## src/rtl/lcpt_pkg.sv

```systemverilog
`timescale 1ns/1ps
package lcpt_pkg;

    typedef enum logic [0:0] {
        ST_FREE     = 1'b0,
        ST_PERIODIC = 1'b1
    } lcpt_mode_e;

    // word index = byte address >> 2
    typedef enum logic [2:0] {
        REG_LIMIT    = 3'd0,
        REG_COUNT    = 3'd1,
        REG_LIMIT_NR = 3'd2,
        REG_STAT     = 3'd3,
        REG_MODE     = 3'd4
    } lcpt_reg_e;

    typedef struct packed {
        logic wr_lim;
        logic wr_lim_nr;
        logic rd_lim;
    } lcpt_cmd_t;

endpackage

```

## src/rtl/lcpt_decode.sv

```systemverilog
`timescale 1ns/1ps
module lcpt_decode
    import lcpt_pkg::*;
#(
    parameter int ADDR_W = 5
) (
    input  logic              wr_en,
    input  logic              rd_en,
    input  logic [ADDR_W-1:0] addr,
    output lcpt_cmd_t         cmd,
    output lcpt_reg_e         rsel,
    output logic              rhit
);
    localparam int WORD_W = ADDR_W - 2;
    localparam int NUM_REGS = 5;

    logic [WORD_W-1:0] word;

    always_comb begin
        word = addr[ADDR_W-1:2];
        rhit = (int'(word) < NUM_REGS);
        rsel = lcpt_reg_e'(word[2:0]);
        cmd.wr_lim    = wr_en && rhit && (rsel == REG_LIMIT);
        cmd.wr_lim_nr = wr_en && rhit && (rsel == REG_LIMIT_NR);
        cmd.rd_lim    = rd_en && rhit && (rsel == REG_LIMIT);
    end

    always_comb begin
        assert (!(cmd.wr_lim && cmd.wr_lim_nr)) else $error("AST_ONE_LIMIT_PATH");
    end
endmodule

```

## src/rtl/lcpt_mode_fsm.sv

```systemverilog
`timescale 1ns/1ps
module lcpt_mode_fsm
    import lcpt_pkg::*;
(
    input  logic       clk,
    input  logic       rst_n,
    input  logic       load,
    input  logic       load_zero,
    output lcpt_mode_e state,
    output logic       periodic
);
    lcpt_mode_e state_q, state_d;

    always_comb begin
        state_d = state_q;
        unique case (state_q)
            ST_FREE:     if (load && !load_zero) state_d = ST_PERIODIC;
            ST_PERIODIC: if (load && load_zero)  state_d = ST_FREE;
            default:     state_d = ST_FREE;
        endcase
    end

    always_ff @(posedge clk) begin
        if (!rst_n) state_q <= ST_FREE;
        else        state_q <= state_d;
    end

    always_comb begin
        state    = state_q;
        periodic = (state_q == ST_PERIODIC);
    end

    AST_ZERO_LOAD_FREES: assert property (@(posedge clk) disable iff (!rst_n)
        load && load_zero |=> !periodic);
endmodule

```

## src/rtl/lcpt_counter.sv

```systemverilog
`timescale 1ns/1ps
module lcpt_counter #(
    parameter int UNIT_W = 22
) (
    input  logic              clk,
    input  logic              rst_n,
    input  logic              tick,
    input  logic              clr,
    input  logic              periodic,
    input  logic [UNIT_W-1:0] lim_units,
    output logic [UNIT_W-1:0] cnt_units,
    output logic              match
);
    logic [UNIT_W-1:0] cnt_q, cnt_inc;

    always_comb begin
        cnt_inc   = cnt_q + 1'b1;
        match     = tick && !clr && periodic && (cnt_inc == lim_units);
        cnt_units = cnt_q;
    end

    always_ff @(posedge clk) begin
        if (!rst_n)     cnt_q <= '0;
        else if (clr)   cnt_q <= '0;
        else if (match) cnt_q <= '0;
        else if (tick)  cnt_q <= cnt_inc;
    end

    AST_TICK_STEPS: assert property (@(posedge clk) disable iff (!rst_n)
        tick && !clr && !match |=> cnt_units == $past(cnt_units) + 1'b1);
    AST_IDLE_HOLDS: assert property (@(posedge clk) disable iff (!rst_n)
        !tick && !clr |=> $stable(cnt_units));
    AST_MATCH_WRAPS: assert property (@(posedge clk) disable iff (!rst_n)
        match |=> cnt_units == '0);
endmodule

```

## src/rtl/lcpt_flags.sv

```systemverilog
`timescale 1ns/1ps
module lcpt_flags (
    input  logic clk,
    input  logic rst_n,
    input  logic hit,
    input  logic ack_rd,
    input  logic ack_wr,
    output logic reached,
    output logic irq
);
    logic reached_q, irq_q;

    always_ff @(posedge clk) begin
        if (!rst_n) begin
            reached_q <= 1'b0;
            irq_q     <= 1'b0;
        end else begin
            if (hit)         reached_q <= 1'b1;
            else if (ack_rd) reached_q <= 1'b0;

            if (hit)                  irq_q <= 1'b1;
            else if (ack_rd || ack_wr) irq_q <= 1'b0;
        end
    end

    always_comb begin
        reached = reached_q;
        irq     = irq_q;
    end

    AST_IRQ_NEEDS_FLAG: assert property (@(posedge clk) disable iff (!rst_n)
        irq |-> reached);
    AST_IRQ_HOLDS: assert property (@(posedge clk) disable iff (!rst_n)
        irq && !ack_rd && !ack_wr |=> irq);
    AST_HIT_RAISES: assert property (@(posedge clk) disable iff (!rst_n)
        hit |=> irq && reached);
    AST_READ_ACKS: assert property (@(posedge clk) disable iff (!rst_n)
        ack_rd && !hit |=> !irq && !reached);
endmodule

```

## src/rtl/lcpt_timer.sv

```systemverilog
`timescale 1ns/1ps
module lcpt_timer
    import lcpt_pkg::*;
#(
    parameter int DATA_W = 32,
    parameter int CNT_W  = 31,
    parameter int SUB_W  = 9,
    parameter int ADDR_W = 5
) (
    input  logic              clk,
    input  logic              rst_n,
    input  logic              tick_en,
    input  logic              wr_en,
    input  logic              rd_en,
    input  logic [ADDR_W-1:0] addr,
    input  logic [DATA_W-1:0] wdata,
    output logic [DATA_W-1:0] rdata,
    output logic              irq
);
    localparam int UNIT_W = CNT_W - SUB_W;

    lcpt_cmd_t         cmd;
    lcpt_reg_e         rsel;
    logic              rhit;
    lcpt_mode_e        mode;
    logic              periodic;
    logic [CNT_W-1:0]  limit_q;
    logic [CNT_W-1:0]  wlim;
    logic              lim_load;
    logic [UNIT_W-1:0] cnt_units;
    logic              match;
    logic              reached;
    logic [DATA_W-1:0] lim_word, cnt_word;

    lcpt_decode #(.ADDR_W(ADDR_W)) u_dec (
        .wr_en (wr_en),
        .rd_en (rd_en),
        .addr  (addr),
        .cmd   (cmd),
        .rsel  (rsel),
        .rhit  (rhit)
    );

    always_comb begin
        wlim     = wdata[CNT_W-1:0];
        lim_load = cmd.wr_lim || cmd.wr_lim_nr;
    end

    always_ff @(posedge clk) begin
        if (!rst_n)        limit_q <= '0;
        else if (lim_load) limit_q <= wlim;
    end

    lcpt_mode_fsm u_fsm (
        .clk       (clk),
        .rst_n     (rst_n),
        .load      (lim_load),
        .load_zero (wlim == '0),
        .state     (mode),
        .periodic  (periodic)
    );

    lcpt_counter #(.UNIT_W(UNIT_W)) u_cnt (
        .clk       (clk),
        .rst_n     (rst_n),
        .tick      (tick_en),
        .clr       (cmd.wr_lim),
        .periodic  (periodic),
        .lim_units (limit_q[CNT_W-1:SUB_W]),
        .cnt_units (cnt_units),
        .match     (match)
    );

    lcpt_flags u_flg (
        .clk     (clk),
        .rst_n   (rst_n),
        .hit     (match),
        .ack_rd  (cmd.rd_lim),
        .ack_wr  (cmd.wr_lim),
        .reached (reached),
        .irq     (irq)
    );

    always_comb begin
        lim_word = '0;
        lim_word[CNT_W-1:0] = limit_q;
        cnt_word = '0;
        cnt_word[CNT_W-1:SUB_W] = cnt_units;
        cnt_word[DATA_W-1] = reached;
        rdata = '0;
        if (rhit) begin
            unique case (rsel)
                REG_LIMIT: rdata = lim_word;
                REG_COUNT: rdata = cnt_word;
                default:   rdata = '0;
            endcase
        end
    end

    AST_MODE_TRACKS_LIMIT: assert property (@(posedge clk) disable iff (!rst_n)
        (mode == ST_PERIODIC) == (limit_q != '0));
    AST_FREE_NEVER_HITS: assert property (@(posedge clk) disable iff (!rst_n)
        (mode == ST_FREE) |-> !match);
    AST_WRITE_RESTARTS: assert property (@(posedge clk) disable iff (!rst_n)
        cmd.wr_lim |=> cnt_units == '0 && !irq);
    AST_NR_KEEPS_COUNT: assert property (@(posedge clk) disable iff (!rst_n)
        cmd.wr_lim_nr && !tick_en |=> $stable(cnt_units));
endmodule

```

## config.mk

```make
export PLATFORM = sky130hd
export DESIGN_NAME = lcpt_timer
export DESIGN_NICKNAME = d
export VERILOG_FILES = /design/src/rtl/lcpt_pkg.sv /design/src/rtl/lcpt_decode.sv /design/src/rtl/lcpt_mode_fsm.sv /design/src/rtl/lcpt_counter.sv /design/src/rtl/lcpt_flags.sv /design/src/rtl/lcpt_timer.sv
export SDC_FILE = /design/constraint.sdc
export NUM_CORES = 1
export LEC_CHECK = 0
export ABC_AREA = 0
export BUFFER_PORTS_ARGS = -buffer_cell sky130_fd_sc_hd__buf_2
export CAP_MARGIN = 20
export CELL_PAD_IN_SITES_DETAIL_PLACEMENT = 1
export CELL_PAD_IN_SITES_GLOBAL_PLACEMENT = 1
export CORE_ASPECT_RATIO = 0.9
export CORE_MARGIN = 2
export CORE_UTILIZATION = 25
export DETAILED_ROUTE_END_ITERATION = 6
export PLACE_DENSITY = 0.52
export SETUP_SLACK_MARGIN = 0.1
export SLEW_MARGIN = 20
export SYNTH_ARGS = -nofsm -noshare
export SYNTH_HDL_FRONTEND = slang
export SYNTH_SLANG_ARGS = --single-unit
```

## constraint.sdc

```tcl
create_clock -name clk -period 2.7 [get_ports clk]
set_input_delay 0.27 -clock clk [delete_from_list [all_inputs] [get_ports clk]]
set_output_delay 0.27 -clock clk [all_outputs]
set_load 0.01 [all_outputs]
```

==> out/results.tsv <==
stage	metric	value	unit
outcome	status	finished, final reports clean	
global_route	grt_pass1_vias	3410	
floorplan	ioPinCount	75	
floorplan	die_y	117	um
routing	ant_nets	0	
timing	rsz0062_at_grt	true	
cells_and_area	fin_util	33.8	%
cells_and_area	postLayoutCellArea	4700	um2
timing	fmax	403	MHz
placement	gp_congestion	0.810	
run	maxCapViolations	0	
routing	vias_per_cell	4.79	
floorplan	die_x	129	um
setup_path	endpoint	u_cnt.cnt_units[14]$_SDFFE_PP0P_	
setup_path	timing.critical_path.from	u_cnt.cnt_units[0]$_SDFFE_PP0P_	
synthesis	ys_dominant_reg_cell	dfxtp_1	
synthesis	syn_nets	468	
synthesis	synth_warnings	0	
timing	final_max_slew_viol_count	0	
timing	fin_tns_setup	0	ps
timing	fin_worst_skew	7.08	ps
cells_and_area	multi_input_area	2330	um2
global_route	grt.total_usage	16.2	%
clock_tree	clock_sinks	56	
routing	drt-total-wl	11900	um
timing	setup_viol	0	
clock_tree	cts_tree	yes	
synthesis	ys_seq_area_share	31.7	%
timing	layout_setup_ws	218	ps
floorplan	fp.coreArea	13900	um2
placement	hpwl	8900	um
cells_and_area	n_antenna_cell	0	
synthesis	synthArstFlopShare	0	%
synthesis	ys_types	54	
cells_and_area	regArea	1140	um2
routing	maxUsedRoutingLayer	met4	
placement	dp_worst_setup_slack	-93.1	ps
setup_path	r2r_cells	10	
routing	wl_per_cell	16.9	um
timing	slew_headroom	48.6	%
setup_path	cp-start-kind	flip-flop	
setup_path	cp_data_arrival_time	2660	ps
setup_path	reg2reg_setup_slack	220	ps
synthesis	synthesis.area_per_instance	8.31	um2
cells_and_area	area_growth	33.1	%
setup_path	crit_path_end_kind	flip-flop	
synthesis	synth-edff-count	0	
placement	placedInstanceArea	4260	um2
cells_and_area	post_route_cells_drive_above_1_share	36.8	%
placement	portBuffers	71	
routing	drc	0	
floorplan	initial_core_util	25.4	%
synthesis	synth_seq_cells	56	
synthesis	synth_cells	425	
timing	hold_violations	0	
clock_tree	h-tree-depth	2	
timing	min_period_over_period	91.9	%
clock_tree	cts_buffers	5	
synthesis	synth_area_leaders	dfxtp_1 32%, nand2_1 8.0%, a21boi_0 6.8%, xnor2_1 6.4%, a22o_1 5.7%	
setup_path	r2r_start	u_cnt.cnt_units[0]$_SDFFE_PP0P_	
setup_path	r2r_end	u_cnt.cnt_units[14]$_SDFFE_PP0P_	
routing	vias	3384	
clock_tree	clk_latency	310	ps
routing	drt-initial-drc-count	82	
setup_path	critical_path_class	reg -> reg	
routing	dr.pass1.iters	4	
clock_tree	postCtsHoldBufs	0	
routing	route.met2.wl	5920	um
min_path	worst_hold_path_type	in -> reg	
synthesis	syn_area	3530	um2
global_route	grt.overflow.total	0	
synthesis	synth_top_area_share	31.7	%
floorplan	fp-row-count	41	
routing	wl_met3	484	um
cells_and_area	nFillCells	1655	
setup_path	cp_data_required_time	2880	ps
clock_tree	cts.clk_slew.worst_paths	80	ps
synthesis	synth_top_area_cell	dfxtp_1	
global_route	grt_first_pass_wirelength	18800	um
power_and_ir_drop	power_density	377	nW/um2
floorplan	die_area	15100	um2
setup_path	cp_max_fo	9	
power_and_ir_drop	p_leak	1.75	nW
clock_tree	root_buffer	clkbuf_16	
timing	worst_pin_slew	768	ps
clock_tree	clock_path_buffers	2	
global_route	grt_max_degree	24	
timing	period_minus_slack	2480	ps
power_and_ir_drop	peakVddDrop	0.000223	V
cells_and_area	layout.nets	556	
global_route	antenna_found_initial	0	
routing	met1_length	5400	um
[synth_stat cells (2+ instances only)]
library cell  count
nor4_4            2
nor2b_1           2
a32oi_1           2
a21boi_0         32
nand4_1          16
nor2_1           11
nand3_1           8
and3_1            2
a31oi_1           2
nor4_1           12
and2_1           11
buf_2             6
o21a_1            3
xnor2_1          26
inv_1             4
nor3_1           12
clkbuf_1         29
xor2_1           20
or2_2             2
dfxtp_1          56
or3_1             2
o21ai_0           5
mux2i_1           3
nand2_1          75
a22o_1           23
a21oi_1           3
and4_1            2
nand2b_1          2
a211o_1           2
nor3b_1           5
nor3_2           20
buf_6             3
[per-layer routing]
metal,global-route usage (%),vias up
li1,-,1678
met1,20.7,1636
met2,28.5,61
met3,2.77,9
met4,4.35,0
met5,0,-
[how the worst min path moves through the flow]
stage | start | to | cells past startpoint
2_1_floorplan | wdata[0] | limit_q[0]$_SDFFE_PN0N_ | 2
4_1_cts | wdata[4] | limit_q[4]$_SDFFE_PN0N_ | 3
3_5_place_dp | limit_q[4]$_SDFFE_PN0N_ | limit_q[4]$_SDFFE_PN0N_ | 2
5_1_grt | wdata[3] | limit_q[3]$_SDFFE_PN0N_ | 3
3_3_place_gp | limit_q[3]$_SDFFE_PN0N_ | limit_q[3]$_SDFFE_PN0N_ | 2
6_report | wdata[4] | limit_q[4]$_SDFFE_PN0N_ | 3
[cells in the final DEF, fill, tap and decap left out, types with 3 or more instances in the layout]
master     synthesis  final
and2_1            11     11
mux2i_1            3      3
inv_1              4      4
a21oi_1            3      3
nand4_1           16     16
buf_6              3      6
buf_4              1     41
nor3b_1            5      3
xnor2_1           26     26
nor3_2            20     24
dfxtp_2            0      9
nor2_1            11     11
xor2_1            20     20
o21ai_0            5      5
a22o_1            23     23
nor3_1            12      8
clkbuf_16          0      5
nand2_1           75     74
a21boi_0          32     32
nand3_1            8      6
o21a_1             3      3
buf_2              6     71
nor4_1            12     11
dfxtp_1           56     45
[worst max-delay path, stage by stage, from the launching register on]
cell       delay [ps]
dfxtp_4           370
buf_6             120
nand4_4            80
or4_4             510
o31a_1            290
nor3_1            130
o21ai_1           120
a2111oi_4         330
buf_6             210
buf_16            160
nor3_2             40
[final cells by class]
class,count,share of cell area (%)
Timing Repair Buffer,122,17.6
Tap cell,193,5.13
Clock buffer,5,2.66
Clock inverter,3,0.479
Inverter,4,0.319
Multi-Input combinational cell,324,49.6
Sequential cell,56,24.2
[through the flow]
stage | cells | power, mW | hold WS, ps
3_5_place_dp | 683 | 1.08 | 456
3_3_place_gp | 683 | 1.08 | 445
4_1_cts | 698 | 1.80 | 210
2_1_floorplan | 425 | 0.992 | 415
6_report | 707 | 1.77 | 220
5_1_grt | 707 | 1.85 | 221
[sequential cells by signal (all words and copies together) (netlist names), named ones only]
register,flops
u_cnt.cnt_units,22
u_flg.irq,1
u_flg.reached,1
limit_q,31
[logic make-up (layout without fill, tap and decap cells)]
| logic type | count (synthesis) | count (layout) | share of synthesized area (%) |
|---|---|---|---|
| multiplexers | 4 | 4 | 1.17 |
| AND/OR/NAND/NOR | 191 | 191 | 31.1 |
| XOR/XNOR | 46 | 46 | 11.4 |
| adder cells (fa/ha/maj) | 1 | 1 | 0.354 |
| AO/OA/AOI/OAI | 82 | 82 | 18.4 |
| buffers and inverters | 45 | 134 | 5.77 |
| flip-flops | 56 | 56 | 31.7 |
[power breakdown]
group / switching [mW] / internal, mW
Combinational: 0.123 / 0.0972
Clock: 0.339 / 0.349
Sequential: 0.0204 / 0.844
[repair_timing]
action,in CTS,in global routing
pin swaps,9,8
endpoints found under the setup margin,24,24
buffers inserted,5,9
resized for setup,17,19
cloned,2,0
No activity file was read; power rests on OpenSTA's default activity.
